File: config.mk
export PLATFORM = sky130hd
export DESIGN_NAME = gpio3_sleep
export DESIGN_NICKNAME = d
export VERILOG_FILES = /design/src/rtl/gpio3_pkg.sv /design/src/rtl/gpio3_sync.sv /design/src/rtl/gpio3_port.sv /design/src/rtl/gpio3_sleep.sv
export SDC_FILE = /design/constraint.sdc
export NUM_CORES = 1
export LEC_CHECK = 0
export CAP_MARGIN = 10
export CORE_UTILIZATION = 57
export CTS_CLUSTER_DIAMETER = 30
export DETAILED_ROUTE_END_ITERATION = 10
export PLACE_DENSITY = 0.95
export SYNTH_ARGS = -nofsm -noshare
export SYNTH_HDL_FRONTEND = slang
export SYNTH_SLANG_ARGS = --single-unit
File: constraint.sdc
create_clock -name clk -period 4.3 [get_ports clk]
set_input_delay 0.86 -clock clk [delete_from_list [all_inputs] [get_ports clk]]
set_output_delay 0.86 -clock clk [all_outputs]
set_load 0.05 [all_outputs]
File: src/rtl/gpio3_pkg.sv
package gpio3_pkg;
   localparam int NPORT  = 3;
   localparam int PORT_W = 2;
   localparam int SEL_W  = 3;

   typedef enum logic [SEL_W-1:0] {
      REG_DIR  = 3'd0,
      REG_OUT  = 3'd1,
      REG_SDIR = 3'd2,
      REG_SOUT = 3'd3,
      REG_PIN  = 3'd4
   } gpio_reg_e;
endpackage

File: src/rtl/gpio3_sync.sv
module gpio3_sync #(
   parameter int W      = 8,
   parameter int STAGES = 2
) (
   input  logic         clk,
   input  logic         rst_n,
   input  logic [W-1:0] d_i,
   output logic [W-1:0] q_o
);
   generate
      if (STAGES < 2) begin : g_bad_stages
         $error("gpio3_sync: STAGES must be at least 2");
      end
   endgenerate

   logic [STAGES-1:0][W-1:0] chain_q;

   always_ff @(posedge clk or negedge rst_n) begin
      if (!rst_n) chain_q <= '0;
      else        chain_q <= {chain_q[STAGES-2:0], d_i};
   end

   assign q_o = chain_q[STAGES-1];
endmodule

File: src/rtl/gpio3_port.sv
module gpio3_port
   import gpio3_pkg::*;
#(
   parameter int W    = 8,
   parameter int DW   = 8,
   parameter int SYNC = 2
) (
   input  logic          clk,
   input  logic          rst_n,
   input  logic          sleep_i,
   input  logic          wr_en,
   input  gpio_reg_e     sel_i,
   input  logic [DW-1:0] wr_data,
   input  logic [DW-1:0] pin_i,
   output logic [DW-1:0] rd_data,
   output logic [DW-1:0] oe_o,
   output logic [DW-1:0] out_o
);
   logic [W-1:0] dir_q, out_q, sdir_q, sout_q, pin_s;

   generate
      if (W < DW) begin : g_narrow
         logic unused_hi;
         assign unused_hi = ^{pin_i[DW-1:W], wr_data[DW-1:W]};
      end
   endgenerate

   gpio3_sync #(.W(W), .STAGES(SYNC)) u_sync (
      .clk   (clk),
      .rst_n (rst_n),
      .d_i   (pin_i[W-1:0]),
      .q_o   (pin_s)
   );

   always_ff @(posedge clk or negedge rst_n) begin
      if (!rst_n) begin
         dir_q  <= '0;
         out_q  <= '0;
         sdir_q <= '0;
         sout_q <= '0;
      end else if (wr_en) begin
         case (sel_i)
            REG_DIR:  dir_q  <= wr_data[W-1:0];
            REG_OUT:  out_q  <= wr_data[W-1:0];
            REG_SDIR: sdir_q <= wr_data[W-1:0];
            REG_SOUT: sout_q <= wr_data[W-1:0];
            default:  ;
         endcase
      end
   end

   always_comb begin
      rd_data = '0;
      case (sel_i)
         REG_DIR:  rd_data[W-1:0] = dir_q;
         REG_OUT:  rd_data[W-1:0] = out_q;
         REG_SDIR: rd_data[W-1:0] = sdir_q;
         REG_SOUT: rd_data[W-1:0] = sout_q;
         REG_PIN:  rd_data[W-1:0] = pin_s;
         default:  rd_data = '0;
      endcase
   end

   always_comb begin
      oe_o  = '0;
      out_o = '0;
      oe_o[W-1:0]  = sleep_i ? sdir_q : dir_q;
      out_o[W-1:0] = sleep_i ? sout_q : out_q;
   end
endmodule

File: src/rtl/gpio3_sleep.sv
module gpio3_sleep
   import gpio3_pkg::*;
#(
   parameter  int PA_W  = 4,
   parameter  int PB_W  = 8,
   parameter  int PC_W  = 8,
   parameter  int DW    = 8,
   parameter  int SYNC  = 2,
   localparam int AW    = PORT_W + SEL_W,
   localparam int PAD_W = NPORT * DW
) (
   input  logic             clk,
   input  logic             rst_n,
   input  logic             sleep_i,
   input  logic [AW-1:0]    bus_addr,
   input  logic             bus_we,
   input  logic [DW-1:0]    bus_wdata,
   output logic [DW-1:0]    bus_rdata,
   input  logic [PAD_W-1:0] pad_in,
   output logic [PAD_W-1:0] pad_oe,
   output logic [PAD_W-1:0] pad_out
);
   localparam int PW [NPORT] = '{PA_W, PB_W, PC_W};

   generate
      if (PA_W < 1 || PA_W > DW) begin : g_bad_a
         $error("gpio3_sleep: PA_W out of range");
      end
      if (PB_W < 1 || PB_W > DW) begin : g_bad_b
         $error("gpio3_sleep: PB_W out of range");
      end
      if (PC_W < 1 || PC_W > DW) begin : g_bad_c
         $error("gpio3_sleep: PC_W out of range");
      end
   endgenerate

   logic [PORT_W-1:0]          port_idx;
   gpio_reg_e                  reg_sel;
   logic [NPORT-1:0][DW-1:0]   lane_rd, lane_oe, lane_out;

   assign port_idx = bus_addr[AW-1:SEL_W];
   assign reg_sel  = gpio_reg_e'(bus_addr[SEL_W-1:0]);

   generate
      for (genvar i = 0; i < NPORT; i++) begin : g_port
         logic wr_hit;
         assign wr_hit = bus_we && (port_idx == PORT_W'(i));
         gpio3_port #(.W(PW[i]), .DW(DW), .SYNC(SYNC)) u_port (
            .clk     (clk),
            .rst_n   (rst_n),
            .sleep_i (sleep_i),
            .wr_en   (wr_hit),
            .sel_i   (reg_sel),
            .wr_data (bus_wdata),
            .pin_i   (pad_in[i*DW +: DW]),
            .rd_data (lane_rd[i]),
            .oe_o    (lane_oe[i]),
            .out_o   (lane_out[i])
         );
      end
   endgenerate

   always_comb begin
      bus_rdata = '0;
      for (int p = 0; p < NPORT; p++) begin
         if (port_idx == PORT_W'(p)) bus_rdata = lane_rd[p];
      end
   end

   assign pad_oe  = lane_oe;
   assign pad_out = lane_out;
endmodule

[After elaboration in Yosys (flattened, before gate mapping)]
Index checks and enable logic that the tools add are counted.
Cells by class
  eq/ne operators: 6
  muxes and demuxes: 12
  reduce and logical (&&, ||, !) cells: 17
Operators by type and width (number)
  $pmux 8 s5: 2
  $mux 8: 6
  $reduce_and 2->1: 12
  $pmux 4 s5: 1
  $mux 4: 3
  $eq 3x2->1 const B: 2
  $eq 3x1->1 const B: 1
  $eq 3x3->1 const B: 1
  $logic_and 1x1->1: 3
  $logic_not 3->1: 1
  $eq 2x1->1 const B: 1
  $eq 2x2->1 const B: 1
  $logic_not 2->1: 1
Word-level totals
  bits in registers: 120
  input bits: 41
  word-level logic and storage cells: 53

[Longest topological paths before layout]
Gate-level depths: netlist of the first run.
  depth after elaboration: 5
  gate-level depth with buffers: 7
  gate-level depth less buffers: 4

[Cells and area by module]
A second synthesis of the first run with hierarchy kept.
Second synthesis, totals
  cell total of the unflattened synthesis: 446
  area total of the unflattened synthesis: 5984.5 sq um
By module, submodules not included
  gpio3_port at g_port[1].u_port ...: times used 2, cells an instance 139, area each 1785.5 sq um, sequential area each 800.8 sq um
  gpio3_port at g_port[0].u_port: times used 1, cells an instance 85, area each 1062.3 sq um, sequential area each 400.4 sq um
  gpio3_sync at g_port[1].u_port.u_sync ...: times used 2, cells an instance 24, area each 460.4 sq um, sequential area each 400.4 sq um
  gpio3_sync at g_port[0].u_port.u_sync: times used 1, cells an instance 12, area each 230.2 sq um, sequential area each 200.2 sq um
  gpio3_sleep: times used 1, cells an instance 23, area each 200.2 sq um, sequential area each 0.0 sq um

[Least setup slack after synthesis of the first run]
Ideal clock, no wire load.
  path type: input to output
  start: input bus_addr[2]
  end: output bus_rdata[1]
  arrival: 2467 ps
  required time: 3440 ps
  path slack: 973 ps
  stages: 6
  path buffers: 2
  cell sequence: buf_4 and2b_1 buf_4 a22oi_1 o22a_1 o211ai_1
On the way
  longest elaborated chain between the ends: 5
  elaborated cells on any way between the ends: 11
Ends and longest elaborated chain
  start, declared: line gpio3_sleep.sv:15  | input logic [AW-1:0] bus_addr,
  $eq 3x3->1, or another cell as far along: line gpio3_port.sv:54  | case (sel_i)
  $pmux 4 s5: line gpio3_port.sv:54
  $mux 4: line gpio3_sleep.sv:66  | if (port_idx == PORT_W'(p)) bus_rdata = lane_rd[p];
  $mux 8: line gpio3_sleep.sv:66
  $mux 8 (*): line gpio3_sleep.sv:66
  end, declared: line gpio3_sleep.sv:18  | output logic [DW-1:0] bus_rdata,
Mark *: on every way between the ends. The rest lies on a longest branch, timed or not.

[Worst setup path in the final report of the first run]
Same ends and word-level chain as after synthesis.

==> results of run 1 <==
-- cell usage in the layout (no fill, tap or decap), types with 10 or more instances in the layout --
cell type        instances
mux2i_1                 12
a22oi_1                 21
dfrtp_1                120
clkdlybuf4s50_1         73
nand3b_1                12
o21ai_0                 10
nand2_1                 12
mux2_2                 126
clkbuf_16               16
o22ai_1                 10
buf_4                   13
-- sequential cells by signal, indices dropped and copies added (netlist names) --
| register | count |
|---|---|
| g_port.u_port.dir_q | 20 |
| g_port.u_port.out_q | 20 |
| g_port.u_port.sdir_q | 20 |
| g_port.u_port.sout_q | 20 |
| g_port.u_port.u_sync.chain_q | 20 |
| g_port.u_port.u_sync.q_o | 20 |
-- routing by layer --
metal | global-route usage | share of wire
met5 | 0 | 0
met4 | 0.0925 | 0.017
met3 | 0.0725 | 0.066
met2 | 0.476 | 0.51
met1 | 0.381 | 0.41
-- synthesized netlist by cell type --
master / instances / area (µm²)
buf_1: 1 / 3.75
nand2_2: 4 / 25.0
and2_1: 1 / 6.26
buf_4: 14 / 105
nor2b_1: 2 / 12.5
clkbuf_1: 7 / 26.3
mux2_1: 1 / 11.3
mux2_2: 126 / 1420
o32a_1: 1 / 10.0
o211ai_1: 2 / 15.0
and2b_1: 2 / 15.0
dfrtp_1: 120 / 3000
nor2_1: 4 / 15.0
buf_2: 14 / 70.1
a21oi_1: 6 / 30.0
o22a_1: 3 / 26.3
buf_6: 1 / 11.3
nand3b_1: 12 / 90.1
mux2i_1: 12 / 120
o32ai_1: 4 / 35.0
a21oi_2: 2 / 17.5
o31a_1: 2 / 17.5
inv_1: 6 / 22.5
o22ai_1: 10 / 62.6
a22oi_1: 21 / 158
a2bb2oi_1: 2 / 17.5
nor3_2: 1 / 10.0
nand2b_4: 1 / 13.8
or2_2: 2 / 12.5
nand2b_1: 3 / 18.8
o21ai_0: 10 / 50.1
a221o_1: 2 / 20.0
a22o_1: 4 / 35.0
conb_1: 1 / 3.75
nor3b_1: 2 / 15.0
and3_1: 3 / 18.8
nor2_4: 2 / 22.5
nand2_1: 12 / 45.0
-- power breakdown --
| part | leakage (nW) | internal, mW | switching (mW) | total [mW] |
|---|---|---|---|---|
| clock | 0.277 | 0.859 | 0.517 | 1.38 |
| combinational | 1.36 | 0.421 | 0.572 | 0.994 |
| sequential | 1.49 | 1.30 | 0.121 | 1.42 |
| total | 3.13 | 2.58 | 1.21 | 3.79 |
-- metrics by stage --
| step | hold WS [ns] | instance area, µm² | setup slack [ns] | cells |
|---|---|---|---|---|
| floorplan | 0.331 | 5640 | 0.973 | 430 |
| global placement | 0.331 | 6600 | 0.453 | 619 |
| detailed placement | 0.335 | 6600 | 0.323 | 619 |
| CTS | 0.346 | 7190 | 0.285 | 651 |
| global route | 0.353 | 7190 | 0.162 | 651 |
| finish | 0.345 | 7190 | 0.265 | 651 |
-- kinds of logic (layout without fill, tap and decap cells) --
logic type / count (synthesis) / after routing / share of synthesized area
other: 1 / 8 / 0.000668
flip-flops: 120 / 120 / 0.535
AND/OR/NAND/NOR: 51 / 51 / 0.0571
AO/OA/AOI/OAI: 69 / 69 / 0.0881
buffers and inverters: 43 / 135 / 0.0426
multiplexers: 139 / 139 / 0.276
-- cell type report --
| class | instances | area (µm²) | share of cell area |
|---|---|---|---|
| clock inverters | 13 | 144 | 0.0200 |
| clock buffers | 19 | 442 | 0.0615 |
| inverters | 6 | 22.5 | 0.00313 |
| flip-flops and latches | 120 | 3000 | 0.418 |
| repair buffers | 97 | 1020 | 0.142 |
| well taps | 129 | 161 | 0.0225 |
| multi-input cells | 267 | 2390 | 0.333 |
-- path summary, 6_finish.rpt --
kind / endpoint / slack (ns) / cells past startpoint
max in group asynchronous: g_port[1].u_port.sout_q[0] / 2.98 / 2
max reg2reg: g_port[0].u_port.dir_q[2] / 3.46 / 1
min reg2reg: g_port[0].u_port.u_sync.q_o[3] / 0.35 / 0
min in group asynchronous: g_port[2].u_port.u_sync.chain_q[7] / 0.40 / 1
max: bus_rdata[1] / 0.26 / 6
min: g_port[0].u_port.u_sync.q_o[3] / 0.35 / 0
==> reports/qor.tcl, run 1 <==
set qor(cells_after_synthesis) 423
set qor(cpLargestDelayFamily) {compound AO/OA/AOI/OAI gates}
set qor(globalRoute.totalOverflow) 0
set qor(fillers) 533
set qor(std_cell_rows) 35
set qor(antenna_violating_nets_left) 0
set qor(tritoncts) {built}
set qor(num_io_pins) 97
set qor(number_of_global_route_vias_before_repair) 3947
set qor(fin_util) 0.767
set qor(number_of_input_and_output_port_buffers_inserted) 84
set qor(clock_tree.buffer_depth) 2
set qor(maximum_clock_skew_at_final_layout_ns) 0.00308
set qor(portion_of_the_clock_cycle_consumed_by_the_worst_path_in_the_final_layout) 0.938
set qor(finalCriticalPeriod_ns) 4.04
set qor(worst_setup_path_end_kind) {output pin}
set qor(outcome) {completed}
set qor(drt_pre_antenna_iters) 5
set qor(die-height_um) 101
set qor(yosysSeqAreaShare) 0.535
set qor(setup_total_negative_slack_ns) 0
set qor(postCtsResizedCells) 0
set qor(buffer_cell_driving_the_clock_tree_root) {clkbuf_8}
set qor(timing.critical_path.slowest_stage_cell) {and2b_1}
set qor(area_growth_pct) 28.1
set qor(finalPower_mw) 3.79
set qor(cp.buffers_inverters) 2
set qor(hold_path_startpoint) {g_port[0].u_port.u_sync.chain_q[3]}
set qor(num_vias) 3877
set qor(clkLatencyLatePin_ns) 0.51
set qor(max_freq_mhz) 248
set qor(rsz_0062_raised_after_global_routing) {false}
set qor(post_synthesis_sequential_element_count) 120
set qor(worst_setup_path_start_kind) {primary input}
set qor(critPathLaunch) {bus_addr[2]}
set qor(routed_via_density) 5.96
set qor(finalHoldViolations) 0
set qor(post_synth_num_cell_types) 38
set qor(insertedDiodeCount) 0
set qor(cellLeakagePower_nw) 3.13
set qor(fp.dieW_um) 101
set qor(post_cts_hold_buffer_count) 0
set qor(drt_drc_violations_left) 0
set qor(crit_chain) {clkdlybuf4s50_1 -> and2b_1 -> a22oi_1 -> o22a_1 -> o211ai_1 -> buf_12}
set qor(synthesis.area_per_instance_um2) 13.3
set qor(crit_path_max_incr_delay_ns) 0.72
set qor(tightestPinTransition_ns) 0.723
set qor(worstPathRequired_ns) 3.44
set qor(synth_warnings) 0
set qor(cts.sink_count) 120
set qor(postCtsSetupBuffers) 0
set qor(maxCapViolations) 0
set qor(floorplan.initialDensity) 0.599
set qor(nNetsFinal) 550
set qor(rr_startpoint) {g_port[0].u_port.dir_q[2]}
set qor(track_usage) 0.290
set qor(maximum_vdd_drop_mv) 0.345
set qor(tritoncts.num_buffers) 17
set qor(grt_first_pass_wirelength_mm) 21.6
set qor(worst-path-max-fanout) 14
set qor(coreArea_um2) 9370
set qor(place.gp.congestion) 0.842
set qor(drtIter0Drc) 223
set qor(slew_headroom) 0.518
set qor(worstHoldPathType) {flip-flop to flip-flop}
set qor(drive_gt1_frac) 0.372
set qor(report.final.slew_viol_count) 0
set qor(wl_per_cell_um) 21.4
set qor(initial_antenna_violation_count) 0
set qor(grt_max_degree) 60
set qor(dp.final_hpwl_mm) 8.92
set qor(h-tree-depth) 4
set qor(dieArea_um2) 10200
set qor(setup_viol_count_final) 0
set qor(syn_area_um2) 5610
set qor(clk_transition_reported_paths_ns) 0.06
set qor(critPathArrivalTime_ns) 3.18
set qor(startpoint_to_endpoint_class_of_the_critical_path) {primary input to output pin}
set qor(power_per_standard_cell_area_nw_per_um2) 527
set qor(finalWirelength_mm) 13.9
(Power assumes the default switching activity.)
==> run 2, diff against run 1 <==
- CORE_UTILIZATION: 57 -> 46
- HOLD_SLACK_MARGIN: unset -> 0.06
- PLACE_DENSITY: 0.95 -> 0.81
==> reports/qor.tcl, run 2 (synthesis gave the netlist of run 1 again) <==
set qor(outcome) {completed} ;# unchanged
set qor(die-height_um) 112 ;# was 101 µm
set qor(tritoncts) {built} ;# unchanged
set qor(num_io_pins) 97 ;# unchanged
set qor(drt_pre_antenna_iters) 4 ;# was 5
set qor(std_cell_rows) 39 ;# was 35
set qor(grt_first_pass_wirelength_mm) 22.2 ;# was 21.6 mm
set qor(finalCriticalPeriod_ns) 3.99 ;# was 4.04 ns
set qor(insertedDiodeCount) 0 ;# unchanged
set qor(worst_setup_path_start_kind) {primary input} ;# unchanged
set qor(clkLatencyLatePin_ns) 0.41 ;# was 0.51 ns
set qor(postCtsSetupBuffers) 0 ;# unchanged
set qor(dp.final_hpwl_mm) 8.94 ;# was 8.92 mm
set qor(rsz_0062_raised_after_global_routing) {false} ;# unchanged
set qor(floorplan.initialDensity) 0.481 ;# was 0.599
set qor(maxCapViolations) 0 ;# unchanged
set qor(worst-path-max-fanout) 12 ;# was 14
set qor(h-tree-depth) 4 ;# unchanged
set qor(report.final.slew_viol_count) 0 ;# unchanged
set qor(maximum_clock_skew_at_final_layout_ns) 0.00403 ;# was 0.00308 ns
set qor(worstHoldPathType) {flip-flop to flip-flop} ;# unchanged
set qor(maximum_vdd_drop_mv) 0.324 ;# was 0.345 mV
set qor(finalWirelength_mm) 13.8 ;# was 13.9 mm
set qor(place.gp.congestion) 0.866 ;# was 0.842
set qor(tritoncts.num_buffers) 17 ;# unchanged
set qor(setup_viol_count_final) 0 ;# unchanged
set qor(track_usage) 0.236 ;# was 0.290
set qor(postCtsResizedCells) 0 ;# unchanged
set qor(drtIter0Drc) 177 ;# was 223
set qor(crit_path_max_incr_delay_ns) 0.62 ;# was 0.72 ns
set qor(area_growth_pct) 30.5 ;# was 28.1%
set qor(slew_headroom) 0.538 ;# was 0.518
set qor(nNetsFinal) 551 ;# was 550
set qor(final_cell_mix) {mux2_2, dfrtp_1, clkdlybuf4s50_1} ;# unchanged
set qor(max_freq_mhz) 251 ;# was 248 MHz
set qor(num_vias) 3841 ;# was 3,877
set qor(number_of_input_and_output_port_buffers_inserted) 84 ;# unchanged
set qor(antenna_violating_nets_left) 0 ;# unchanged
set qor(finalHoldViolations) 0 ;# unchanged
set qor(fp.dieW_um) 112 ;# was 101 µm
set qor(fillers) 877 ;# was 533
set qor(clock_tree.buffer_depth) 2 ;# unchanged
set qor(dieArea_um2) 12600 ;# was 10,200 µm²
set qor(clk_transition_reported_paths_ns) 0.05 ;# was 0.06 ns
set qor(cts.sink_count) 120 ;# unchanged
set qor(tightestPinTransition_ns) 0.693 ;# was 0.723 ns
set qor(coreArea_um2) 11700 ;# was 9370 µm²
set qor(buffer_cell_driving_the_clock_tree_root) {clkbuf_16} ;# was clkbuf_8
set qor(number_of_global_route_vias_before_repair) 4130 ;# was 3,947
set qor(timing.critical_path.slowest_stage_cell) {clkdlybuf4s50_1} ;# was and2b_1
set qor(startpoint_to_endpoint_class_of_the_critical_path) {primary input to output pin} ;# unchanged
set qor(portion_of_the_clock_cycle_consumed_by_the_worst_path_in_the_final_layout) 0.928 ;# was 0.938
set qor(routed_via_density) 5.77 ;# was 5.96
set qor(post_cts_hold_buffer_count) 0 ;# unchanged
set qor(worstPathRequired_ns) 3.44 ;# about the same
set qor(finalPower_mw) 4.04 ;# was 3.79 mW
set qor(globalRoute.totalOverflow) 0 ;# unchanged
set qor(fin_hold_ws_ns) 0.346 ;# was 0.345 ns
set qor(fin_util) 0.628 ;# was 0.767
set qor(power_per_standard_cell_area_nw_per_um2) 551 ;# was 527 nW/µm²
set qor(drive_gt1_frac) 0.371 ;# was 0.372
set qor(grt_max_degree) 69 ;# was 60
set qor(setup_total_negative_slack_ns) 0 ;# unchanged
set qor(wl_per_cell_um) 20.7 ;# was 21.4 µm
set qor(drt_drc_violations_left) 0 ;# unchanged
set qor(worst_setup_path_end_kind) {output pin} ;# unchanged
set qor(crit_chain) {clkdlybuf4s50_1 -> or2_2 -> a21oi_2 -> o21ai_0 -> o211ai_1 -> buf_12} ;# was clkdlybuf4s50_1 -> and2b_1 -> a22oi_1 -> o22a_1 -> o211ai_1 -> buf_12
set qor(initial_antenna_violation_count) 0 ;# unchanged
set qor(cellLeakagePower_nw) 3.19 ;# was 3.13 nW
set qor(critPathArrivalTime_ns) 3.13 ;# was 3.18 ns
set qor(layout_commonest_cell) {mux2_2} ;# unchanged
[run 2: cell types whose count changed in the layout (fill, tap and decap cells not counted)]
cell / delta
clkbuf_8: -2
clkbuf_16: +1
bufinv_16: +4
buf_12: +1
clkbuf_1: +1
clkinv_2: -2
clkinvlp_4: -2
[run 2: layer usage]
layer / vias up / GRT usage / wire [µm]
li1: 1710 / - / -
met1: 1971 / 0.310 / 5990
met2: 144 / 0.377 / 6880
met3: 16 / 0.0659 / 733
met4: 0 / 0.0853 / 178
met5: - / 0 / 0
[run 2: area by class of cell]
| cell class | count | area (µm²) | area share |
|---|---|---|---|
| clock buffer | 19 | 443 | 0.0605 |
| inverter | 6 | 22.5 | 0.00308 |
| multi-input combinational | 267 | 2390 | 0.327 |
| tap | 143 | 179 | 0.0244 |
| timing repair buffer | 98 | 1040 | 0.142 |
| clock inverter | 13 | 239 | 0.0326 |
| sequential | 120 | 3000 | 0.410 |
[run 2: critical path: cells and delay by family]
kind / cells / cell delay, ns
AOI/OAI and AO/OA: 3 / 0.97
buffers and inverters: 2 / 0.81
and+or+nand+nor: 1 / 0.47
[run 2: final timing paths]
path                                                      endpoint  slack, ns  cells past startpoint                                from
worst min register to register      g_port[1].u_port.u_sync.q_o[3]       0.35                      0  g_port[1].u_port.u_sync.chain_q[3]
min in group asynchronous               g_port[0].u_port.sout_q[2]       0.49                      1                               rst_n
worst max-delay path                                  bus_rdata[2]       0.31                      6                         bus_addr[1]
worst max register to register           g_port[1].u_port.out_q[3]       3.50                      1           g_port[1].u_port.out_q[3]
worst min-delay path                g_port[1].u_port.u_sync.q_o[3]       0.35                      0  g_port[1].u_port.u_sync.chain_q[3]
max in group asynchronous       g_port[1].u_port.u_sync.chain_q[1]       3.02                      2                               rst_n
[run 2: per-stage QoR]
step,std cells,setup slack (ns),area (µm²)
after floorplan,430,0.973,5640
after global placement,634,0.457,6640
after detailed placement,634,0.410,6640
after CTS,666,0.337,7320
after global routing,666,0.260,7320
final,666,0.310,7320
[run 2: power by group]
group / leakage (nW) / switching [mW] / total (mW) / internal [mW]
Combinational: 1.37 / 0.566 / 0.989 / 0.423
Clock: 0.325 / 0.528 / 1.64 / 1.11
Sequential: 1.49 / 0.114 / 1.41 / 1.30
